## config.mk

```make
export PLATFORM = sky130hd
export DESIGN_NAME = eth_tx_err_handler
export DESIGN_NICKNAME = d
export VERILOG_FILES = /design/src/rtl/txerr_pkg.sv /design/src/rtl/txe_byte_timer.sv /design/src/rtl/txe_hb_window.sv /design/src/rtl/txe_classify.sv /design/src/rtl/eth_tx_err_handler.sv
export SDC_FILE = /design/constraint.sdc
export NUM_CORES = 1
export LEC_CHECK = 0
export BUFFER_PORTS_ARGS = -buffer_cell sky130_fd_sc_hd__buf_2
export CAP_MARGIN = 25
export CORE_UTILIZATION = 59
export CTS_CLUSTER_DIAMETER = 30
export DETAILED_ROUTE_END_ITERATION = 8
export PLACE_DENSITY = 0.95
export SYNTH_ARGS = -nofsm -noshare
export SYNTH_HDL_FRONTEND = slang
export SYNTH_HIERARCHICAL = 1
export SYNTH_SLANG_ARGS = --single-unit
```

## constraint.sdc

```tcl
create_clock -name clk -period 6.08 [get_ports clk]
set_input_delay 0.912 -clock clk [delete_from_list [all_inputs] [get_ports clk]]
set_output_delay 0.912 -clock clk [all_outputs]
set_load 0.01 [all_outputs]
```

## src/rtl/txerr_pkg.sv

```systemverilog
package txerr_pkg;

  localparam int NFLAGS  = 5;
  localparam int FLG_UN  = 0;
  localparam int FLG_CSL = 1;
  localparam int FLG_RL  = 2;
  localparam int FLG_LC  = 3;
  localparam int FLG_HB  = 4;

  typedef enum logic [1:0] {
    TXE_IDLE   = 2'd0,
    TXE_ACTIVE = 2'd1,
    TXE_HBWAIT = 2'd2
  } txe_state_e;

  typedef struct packed {
    logic late_col;
    logic retry_lim;
    logic retry;
    logic done;
    logic underrun;
    logic crs_lost;
    logic any_col;
  } txe_events_t;

endpackage

```

## src/rtl/txe_byte_timer.sv

```systemverilog
module txe_byte_timer #(
  parameter int LATE_BYTES = 64
) (
  input  logic clk,
  input  logic rst_n,
  input  logic clr,
  input  logic run,
  input  logic byte_stb,
  output logic late
);

  localparam int CW = $clog2(LATE_BYTES + 1);

  logic [CW-1:0] cnt_q;

  always_ff @(posedge clk or negedge rst_n) begin
    if (!rst_n) begin
      cnt_q <= '0;
    end else if (clr) begin
      cnt_q <= '0;
    end else if (run && byte_stb && (cnt_q != CW'(LATE_BYTES))) begin
      cnt_q <= cnt_q + 1'b1;
    end
  end

  assign late = (cnt_q == CW'(LATE_BYTES));

  AST_LATE_STICKY: assert property (@(posedge clk) disable iff (!rst_n)
    (late && !clr) |=> late);

endmodule

```

## src/rtl/txe_hb_window.sv

```systemverilog
module txe_hb_window #(
  parameter int HB_WINDOW = 20
) (
  input  logic clk,
  input  logic rst_n,
  input  logic go,
  input  logic col,
  output logic hit,
  output logic miss
);

  localparam int HW = $clog2(HB_WINDOW + 1);

  logic          act_q;
  logic [HW-1:0] cnt_q;

  assign hit  = act_q && col;
  assign miss = act_q && !col && (cnt_q == HW'(HB_WINDOW - 1));

  always_ff @(posedge clk or negedge rst_n) begin
    if (!rst_n) begin
      act_q <= 1'b0;
      cnt_q <= '0;
    end else if (go) begin
      act_q <= 1'b1;
      cnt_q <= '0;
    end else if (hit || miss) begin
      act_q <= 1'b0;
      cnt_q <= '0;
    end else if (act_q) begin
      cnt_q <= cnt_q + 1'b1;
    end
  end

  AST_HB_CNT_BOUND: assert property (@(posedge clk) disable iff (!rst_n)
    act_q |-> (int'(cnt_q) < HB_WINDOW));

endmodule

```

## src/rtl/txe_classify.sv

```systemverilog
module txe_classify
  import txerr_pkg::*;
#(
  parameter int MAX_ATTEMPTS = 16,
  parameter int ATT_W        = 5
) (
  input  logic             active,
  input  logic             late,
  input  logic             col,
  input  logic             crs,
  input  logic             full_duplex,
  input  logic             frm_end,
  input  logic             fifo_empty,
  input  logic [ATT_W-1:0] attempt_cnt,
  output txe_events_t      ev
);

  logic col_now;
  logic quiet;
  logic at_limit;

  assign col_now  = active && col;
  assign quiet    = active && !col;
  assign at_limit = (int'(attempt_cnt) >= MAX_ATTEMPTS);

  always_comb begin
    ev           = '0;
    ev.any_col   = col_now;
    ev.late_col  = col_now && late;
    ev.retry_lim = col_now && !late && at_limit;
    ev.retry     = col_now && !late && !at_limit;
    ev.done      = quiet && frm_end;
    ev.underrun  = quiet && !frm_end && fifo_empty;
    ev.crs_lost  = quiet && !crs && !full_duplex;
  end

endmodule

```

## src/rtl/eth_tx_err_handler.sv

```systemverilog
module eth_tx_err_handler
  import txerr_pkg::*;
#(
  parameter int LATE_BYTES   = 64,
  parameter int MAX_ATTEMPTS = 16,
  parameter int HB_WINDOW    = 20,
  parameter int ATT_W        = $clog2(MAX_ATTEMPTS + 1)
) (
  input  logic              clk,
  input  logic              rst_n,
  input  logic              frm_start,
  input  logic              frm_end,
  input  logic              byte_stb,
  input  logic              fifo_empty,
  input  logic              col,
  input  logic              crs,
  input  logic              full_duplex,
  input  logic              hb_check_en,
  input  logic              hb_irq_en,
  input  logic [ATT_W-1:0]  attempt_cnt,
  output logic              abort_req,
  output logic              bad_crc_req,
  output logic              flush_req,
  output logic              stat_valid,
  output logic [NFLAGS-1:0] stat_flags,
  output logic              hb_irq
);

  txe_state_e        st_q, st_d;
  logic [NFLAGS-1:0] flags_q, flags_d;
  logic              abort_d, crc_d, flush_d, valid_d, irq_d;
  logic              accept, active, late;
  logic              hb_go, hb_hit, hb_miss;
  txe_events_t       ev;

  assign accept = (st_q == TXE_IDLE) && frm_start;
  assign active = (st_q == TXE_ACTIVE);
  assign hb_go  = ev.done && hb_check_en;

  txe_byte_timer #(.LATE_BYTES(LATE_BYTES)) u_timer (
    .clk      (clk),
    .rst_n    (rst_n),
    .clr      (accept),
    .run      (active),
    .byte_stb (byte_stb),
    .late     (late)
  );

  txe_classify #(.MAX_ATTEMPTS(MAX_ATTEMPTS), .ATT_W(ATT_W)) u_class (
    .active      (active),
    .late        (late),
    .col         (col),
    .crs         (crs),
    .full_duplex (full_duplex),
    .frm_end     (frm_end),
    .fifo_empty  (fifo_empty),
    .attempt_cnt (attempt_cnt),
    .ev          (ev)
  );

  txe_hb_window #(.HB_WINDOW(HB_WINDOW)) u_hb (
    .clk   (clk),
    .rst_n (rst_n),
    .go    (hb_go),
    .col   (col),
    .hit   (hb_hit),
    .miss  (hb_miss)
  );

  always_comb begin
    st_d    = st_q;
    flags_d = flags_q;
    abort_d = 1'b0;
    crc_d   = 1'b0;
    flush_d = 1'b0;
    valid_d = 1'b0;
    irq_d   = 1'b0;
    unique case (st_q)
      TXE_IDLE: begin
        if (frm_start) begin
          flags_d = '0;
          st_d    = TXE_ACTIVE;
        end
      end
      TXE_ACTIVE: begin
        if (ev.crs_lost) flags_d[FLG_CSL] = 1'b1;
        if (ev.any_col)  flags_d[FLG_CSL] = 1'b0;
        if (ev.late_col) begin
          flags_d[FLG_LC] = 1'b1;
          abort_d = 1'b1;
          flush_d = 1'b1;
          valid_d = 1'b1;
          st_d    = TXE_IDLE;
        end else if (ev.retry_lim) begin
          flags_d[FLG_RL] = 1'b1;
          abort_d = 1'b1;
          flush_d = 1'b1;
          valid_d = 1'b1;
          st_d    = TXE_IDLE;
        end else if (ev.retry) begin
          st_d    = TXE_IDLE;
        end else if (ev.done) begin
          if (hb_check_en) begin
            st_d    = TXE_HBWAIT;
          end else begin
            valid_d = 1'b1;
            st_d    = TXE_IDLE;
          end
        end else if (ev.underrun) begin
          flags_d[FLG_UN] = 1'b1;
          crc_d   = 1'b1;
          flush_d = 1'b1;
          valid_d = 1'b1;
          st_d    = TXE_IDLE;
        end
      end
      TXE_HBWAIT: begin
        if (hb_hit) begin
          valid_d = 1'b1;
          st_d    = TXE_IDLE;
        end else if (hb_miss) begin
          flags_d[FLG_HB] = 1'b1;
          irq_d   = hb_irq_en;
          valid_d = 1'b1;
          st_d    = TXE_IDLE;
        end
      end
      default: st_d = TXE_IDLE;
    endcase
  end

  always_ff @(posedge clk or negedge rst_n) begin
    if (!rst_n) begin
      st_q        <= TXE_IDLE;
      flags_q     <= '0;
      abort_req   <= 1'b0;
      bad_crc_req <= 1'b0;
      flush_req   <= 1'b0;
      stat_valid  <= 1'b0;
      hb_irq      <= 1'b0;
    end else begin
      st_q        <= st_d;
      flags_q     <= flags_d;
      abort_req   <= abort_d;
      bad_crc_req <= crc_d;
      flush_req   <= flush_d;
      stat_valid  <= valid_d;
      hb_irq      <= irq_d;
    end
  end

  assign stat_flags = flags_q;

  AST_VALID_PULSE: assert property (@(posedge clk) disable iff (!rst_n)
    stat_valid |=> !stat_valid);
  AST_FLUSH_CLOSES: assert property (@(posedge clk) disable iff (!rst_n)
    flush_req |-> stat_valid);
  AST_ABORT_NO_TAIL: assert property (@(posedge clk) disable iff (!rst_n)
    abort_req |-> !bad_crc_req);
  AST_COL_NO_CSL: assert property (@(posedge clk) disable iff (!rst_n)
    (stat_valid && (stat_flags[FLG_LC] || stat_flags[FLG_RL])) |-> !stat_flags[FLG_CSL]);
  AST_HB_IRQ_FLAG: assert property (@(posedge clk) disable iff (!rst_n)
    hb_irq |-> (stat_valid && stat_flags[FLG_HB]));
  AST_START_CLEARS: assert property (@(posedge clk) disable iff (!rst_n)
    accept |=> (stat_flags == '0));

endmodule

```

==> results of run 1 <==
==> path summary, 6_finish.rpt <==
path | startpoint | to | slack [ns] | cells after the start
setup / recovery | u_timer/cnt_q[2]$_DFFE_PN0P_ | st_q[0]$_DFFE_PN0P_ | 3.64 | 6
hold / removal | rst_n | u_hb/cnt_q[4]$_DFFE_PN0P_ | 0.55 | 1
setup reg to reg | u_timer/cnt_q[2]$_DFFE_PN0P_ | st_q[0]$_DFFE_PN0P_ | 3.64 | 6
hold reg to reg | stat_flags[3]$_DFFE_PN0P_ | stat_flags[3]$_DFFE_PN0P_ | 0.56 | 2
max in group asynchronous | rst_n | st_q[0]$_DFFE_PN0P_ | 5.17 | 1
min in group clk | stat_flags[3]$_DFFE_PN0P_ | stat_flags[3]$_DFFE_PN0P_ | 0.56 | 2
==> routing by layer <==
layer  GRT usage (%)  up-vias
met5               0        -
met2            45.0       45
met4            14.4        0
met3            4.09        5
li1                -      588
met1            30.3      618
==> cells in the mapped netlist, types with 2 or more instances <==
| cell type | count | share of area (%) |
|---|---|---|
| mux2i_1 | 2 | 1.4 |
| ha_1 | 6 | 5.2 |
| nor2_1 | 8 | 2.1 |
| inv_1 | 10 | 2.6 |
| or4_1 | 2 | 1.0 |
| a21oi_1 | 13 | 4.5 |
| and4bb_2 | 2 | 1.7 |
| o31ai_1 | 2 | 1.0 |
| and3b_2 | 2 | 1.4 |
| a2bb2oi_1 | 2 | 1.2 |
| o21ai_0 | 8 | 2.8 |
| dfrtp_1 | 25 | 43 |
| and3_1 | 2 | 0.86 |
| a31oi_1 | 4 | 1.7 |
| nor2b_1 | 3 | 1.3 |
| or3_2 | 2 | 1.0 |
| nand3_1 | 3 | 1.0 |
| nand3b_1 | 2 | 1.0 |
| nand2_1 | 9 | 2.3 |
| and4b_2 | 2 | 1.5 |
| or3b_2 | 2 | 1.2 |
| nand2b_1 | 5 | 2.1 |
| and2_1 | 4 | 1.7 |
==> worst max-delay path: stages (launching register included) <==
cell       delay (ns)
dfrtp_1          0.44
nor4_1           0.48
and3_1           0.27
and4bb_2         0.25
or4b_4           0.58
o21ai_1          0.15
a2bb2oi_1        0.19
==> final cells by class <==
type,instances,area [um2],area share (%)
tap,28,35.0,2.17
inverter,10,37.5,2.33
timing repair buffer,21,105,6.52
sequential,25,626,38.8
clock buffer,3,22.5,1.40
clock inverter,1,5.00,0.311
multi-input combinational,110,781,48.4
==> cell usage in the layout, fill, tap and decap left out, drive strengths merged, types with 2 or more instances in the layout <==
master / n
dfrtp: 25
buf: 21
a21oi: 13
inv: 10
nand2: 9
nor2: 9
o21ai: 9
ha: 6
nand2b: 5
and2: 4
a31oi: 4
nand3: 4
nor2b: 3
clkbuf: 3
and3: 3
and4b: 3
or3b: 2
nand3b: 2
mux2i: 2
a2bb2oi: 2
and4bb: 2
and3b: 2
or3: 2
o31ai: 2
or4: 2
==> cell families (layout without fill, tap and decap cells) <==
group,Yosys count,after routing,share of synthesized area (%)
buffers and inverters,12,35,3.35
flip-flops,25,25,43.0
AND/OR/NAND/NOR,61,61,28.7
adder cells (fa/ha/maj),6,6,5.16
AO/OA/AOI/OAI,40,40,17.6
multiplexers,3,3,2.15
==> power groups by stage <==
stage          Combinational [uW]  Clock (uW)  Sequential (uW)
3_5_place_dp                  202           0              223
4_1_cts                       203        75.9              220
5_1_grt                       226        82.1              224
6_report                      205        75.2              220
2_1_floorplan                 149           0              222
3_3_place_gp                  188           0              220
==> stage by stage <==
stage / hold slack (ns) / worst slack, ns / area (um2)
5_1_grt: 0.589 / 3.55 / 1610
2_1_floorplan: 0.508 / 3.98 / 1460
3_5_place_dp: 0.526 / 3.68 / 1580
6_report: 0.552 / 3.64 / 1610
4_1_cts: 0.556 / 3.65 / 1610
3_3_place_gp: 0.516 / 3.74 / 1580
==> sequential cells by signal, indices dropped and copies added (netlist names) <==
register       count
stat_valid         1
u_hb/act_q         1
bad_crc_req        1
u_hb/cnt_q         5
hb_irq             1
stat_flags         5
st_q               2
u_timer/cnt_q      7
flush_req          1
abort_req          1
==> impl_metrics.py, run 1 <==
metrics = {
    "run_status": {
        "outcome": "completed",
    },
    "power_and_ir_drop": {
        "pwr-share-clk_pct": 15.0,
        "total_power_uw": 501,
        "power.switching_uw": 192,
        "leakagePower_uw": 0.000772,
        "intPower_uw": 309,
        "peakVddDrop_mv": 0.218,
        "power.density_mw_per_mm2": 311,
        "pwr-share-seq_pct": 44.0,
        "p_sw_share_pct": 38.3,
        "p_comb_share_pct": 41.0,
    },
    "detailed_routing": {
        "drc": 0,
        "routedWlPerCell_um": 15.7,
        "wl_met1_um": 1230,
        "first_iter_violations": 56,
        "dr_wl_met2_um": 1700,
        "wl_um": 3110,
        "firstDrtPassIters": 4,
        "wl_met3_um": 154,
        "final_antenna_net_count": 0,
        "drt-vias-per-instance": 6.34,
        "vias": 1256,
        "top_layer_used": "met4",
    },
    "clocking": {
        "post-cts-setup-buffers": 0,
        "cts_buffers": 3,
        "clkTransAtPathRegs_ns": 0.14,
        "clock_sinks": 25,
        "htreeDepth": 1,
        "cts_tree": "yes",
        "holdBufCountCts": 0,
        "clockRootBuffer": "clkbuf_4",
        "clk_path_buf_depth": 2,
        "clk_latency_ns": 0.32,
        "post_cts_resize_count": 0,
    },
    "floorplanning": {
        "fp-row-count": 17,
        "fp.dieH_um": 51.7,
        "fp.dieW_um": 51.7,
        "ios": 26,
        "dieArea_mm2": 0.00267,
        "start_util_pct": 63.9,
        "core_area_mm2": 0.00228,
    },
    "synth": {
        "synth_area_mm2": 0.00146,
        "syn_nets": 169,
        "syn_inst": 147,
        "synth-async-reset-ratio_pct": 100,
        "avgSynthCellArea_um2": 9.90,
        "yosysSeqAreaShare_pct": 43.0,
        "synth-seq-cells": 25,
        "synth_edf_count": 0,
        "yosys_most_used_dff": "dfrtp_1",
        "yosysWarnings": 6,
        "ys_types": 50,
    },
    "worst_setup_path": {
        "critPathKind": "reg -> reg",
        "crit_required_ns": 6.32,
        "endpoint_kind": "register",
        "arrival_ns": 2.68,
        "cp_max_fo": 5,
        "startpoint_type": "register",
    },
    "layout": {
        "finalNonFillerCells": 198,
        "nets": 193,
        "syn_to_final_growth_pct": 10.7,
        "antenna_cells": 0,
        "drive_gt1_share_pct": 27.1,
        "fillers": 165,
        "final_util_pct": 70.8,
    },
    "sta": {
        "maxSlewHeadroom_pct": 63.5,
        "tns_ns": 0,
        "period_share_pct": 40.1,
        "period_minus_slack_ns": 2.44,
        "hold_viol_final": 0,
        "rsz0062_at_grt": "no",
        "fin_worst_skew_ns": 0.00391,
        "slew_viol_final": 0,
        "worst_slew_pin_slew_ns": 0.547,
        "fmax_mhz": 410,
        "finalSetupViolations": 0,
    },
    "grt": {
        "grtUsageTotal_pct": 25.9,
        "grt_max_degree": 26,
        "grt_pass1_wl_um": 5120,
        "antenna_found_initial": 0,
        "grt_pass1_vias": 1201,
        "grt_overflow": 0,
    },
    "placed_design": {
        "port_buffers": 21,
        "finalWeightedCongestion": 0.843,
        "dp_hpwl_um": 2290,
        "place_inst": 194,
    },
    "run": {
        "drv_cap": 0,
    },
    "worst_hold_path": {
        "worstHoldPathType": "in -> async",
    },
}
(Power assumes the default switching activity.)
==> run 2: changes to the inputs <==
Settings changed: CORE_UTILIZATION 59 to 55, PLACE_DENSITY 0.95 to 0.9.
Clock period 6.08 ns to 2.5 ns, I/O delays scaled along.
==> run 2 against run 1 <==
  * Design area barely moved
  * Global-route usage down 2.8 points
  * Via count fell by 2.3%
  * Maximum frequency increased by 8.2%
  * Count of clock-buffer cells in the layout increased by 1
  * Combinational power grew 140%
  * Register-to-register slack lost 3.4 ns
  * Clock skew decreased by 0.0029 ns
  * Power rose by 140%
  * Core utilization decreased by 5.7 points
  * Die area increased by 7.0%
  * Critical endpoint is now st_q[1]$_DFFE_PN0P_
==> impl_metrics.py, run 2 (synthesis results as in run 1) <==
metrics = {
    "clocking": {
        "clock_sinks": 25,
        "cts_buffers": 3,
        "clk_path_buf_depth": 2,
        "clkTransAtPathRegs_ns": 0.13,
        "holdBufCountCts": 0,
        "post_cts_resize_count": 0,
        "post-cts-setup-buffers": 0,
        "clockRootBuffer": "clkbuf_4",
        "clk_latency_ns": 0.31,
        "htreeDepth": 1,
        "cts_tree": "yes",
    },
    "sta": {
        "tns_ns": 0,
        "finalSetupViolations": 0,
        "slew_viol_final": 0,
        "worst_slew_pin_slew_ns": 0.550,
        "period_share_pct": 90.0,
        "fmax_mhz": 444,
        "hold_viol_final": 0,
        "maxSlewHeadroom_pct": 63.3,
        "rsz0062_at_grt": "no",
        "period_minus_slack_ns": 2.25,
        "fin_worst_skew_ns": 0.000971,
    },
    "floorplanning": {
        "ios": 26,
        "fp.dieH_um": 53.4,
        "core_area_mm2": 0.00248,
        "fp-row-count": 18,
        "start_util_pct": 58.7,
        "fp.dieW_um": 53.4,
        "dieArea_mm2": 0.00286,
    },
    "worst_setup_path": {
        "crit_slowest_cell": "or4b_4",
        "path_cells": "nor4_1 > and3_1 > and4bb_2 > or4b_4 > o211a_1 > o22ai_2",
        "slowest_delay_ns": 0.58,
        "startpoint_type": "register",
        "critPathKind": "reg -> reg",
        "reg2reg_slack_ns": 0.25,
        "reg2reg_to": "st_q[1]$_DFFE_PN0P_",
        "r2r-start": "u_timer/cnt_q[2]$_DFFE_PN0P_",
        "endpoint_kind": "register",
        "r2r_cells": 6,
        "arrival_ns": 2.50,
        "cp_max_fo": 5,
        "crit_required_ns": 2.75,
    },
    "detailed_routing": {
        "wl_um": 2880,
        "final_antenna_net_count": 0,
        "drt-vias-per-instance": 6.14,
        "vias": 1227,
        "first_iter_violations": 41,
        "firstDrtPassIters": 4,
        "routedWlPerCell_um": 14.4,
        "drc": 0,
    },
    "grt": {
        "grt_pass1_vias": 1074,
        "grt_overflow": 0,
        "antenna_found_initial": 0,
        "grt_max_degree": 26,
        "grt_pass1_wl_um": 4710,
        "grtUsageTotal_pct": 23.1,
    },
    "layout": {
        "final_cell_mix": "dfrtp_1 (25), buf_2 (21), a21oi_1 (13)",
        "finalNonFillerCells": 200,
        "largest_reg_flops": 7,
        "drive_gt1_share_pct": 26.5,
        "top_register": "u_timer/cnt_q",
        "final_common_cell": "dfrtp_1",
        "syn_to_final_growth_pct": 10.8,
        "antenna_cells": 0,
        "nets": 193,
    },
    "placed_design": {
        "dp_hpwl_um": 2150,
        "place_inst": 196,
        "port_buffers": 21,
        "finalWeightedCongestion": 0.833,
    },
    "power_and_ir_drop": {
        "peakVddDrop_mv": 0.515,
        "leakagePower_uw": 0.000769,
        "power.density_mw_per_mm2": 745,
    },
    "run_status": {
        "outcome": "completed",
    },
    "run": {
        "drv_cap": 0,
    },
    "worst_hold_path": {
        "worstHoldPathType": "in -> async",
    },
}
-- run 2: cell count changes in the layout (fill, tap and decap cells not counted), sizes merged --
cell	change
clkbuf	+1
clkinv	-1
-- run 2: layout make-up --
class,count,area [um2]
fillers,203,865
multi-input cells,110,781
flip-flops and latches,25,626
repair buffers,21,105
inverters,10,37.5
well taps,30,37.5
clock buffers,4,26.3
-- run 2: through the flow --
step | area (um2) | utilization (%) | total power [uW] | worst slack (ns) | hold slack (ns)
after global routing | 1610 | 65.1 | 1300 | 0.150 | 0.0544
final | 1610 | 65.1 | 1200 | 0.249 | 0.0204
after detailed placement | 1590 | 64.0 | 1030 | 0.284 | 0.392
after floorplan | 1460 | - | 903 | 0.412 | 0.0794
after CTS | 1610 | 65.1 | 1210 | 0.254 | 0.0305
after global placement | 1590 | 64.0 | 994 | 0.317 | 0.385
-- run 2: power breakdown --
part / internal, uW / switching, uW
Clock: 62.4 / 116
Sequential: 473 / 58.5
Combinational: 216 / 276
-- run 2: routing by layer --
layer | up-vias | global-route usage [%] | routed length, um | share of wire, %
met1 | 596 | 28.1 | 1190 | 41
li1 | 588 | - | - | -
met4 | 0 | 9.21 | 21 | 0.73
met2 | 39 | 39.8 | 1530 | 53
met5 | - | 0 | 0 | 0
met3 | 4 | 4.02 | 138 | 4.8
-- run 2: how the worst max path moves through the flow --
stage,start,endpoint,slack (ns),depth (start not counted)
floorplan,u_timer/cnt_q[2]$_DFFE_PN0P_,st_q[1]$_DFFE_PN0P_,0.41,6
global placement,u_timer/cnt_q[2]$_DFFE_PN0P_,st_q[1]$_DFFE_PN0P_,0.32,6
global route,u_timer/cnt_q[2]$_DFFE_PN0P_,st_q[1]$_DFFE_PN0P_,0.15,6
detailed placement,u_timer/cnt_q[2]$_DFFE_PN0P_,st_q[1]$_DFFE_PN0P_,0.28,6
CTS,u_timer/cnt_q[2]$_DFFE_PN0P_,st_q[1]$_DFFE_PN0P_,0.25,6
finish,u_timer/cnt_q[2]$_DFFE_PN0P_,st_q[1]$_DFFE_PN0P_,0.25,6
-- run 2: critical path: cells and delay by family (launching register included) --
family,cells,cell delay (ns)
AO/OA/AOI/OAI,2,0.35
AND/OR/NAND/NOR,4,1.39
flip-flops,1,0.44
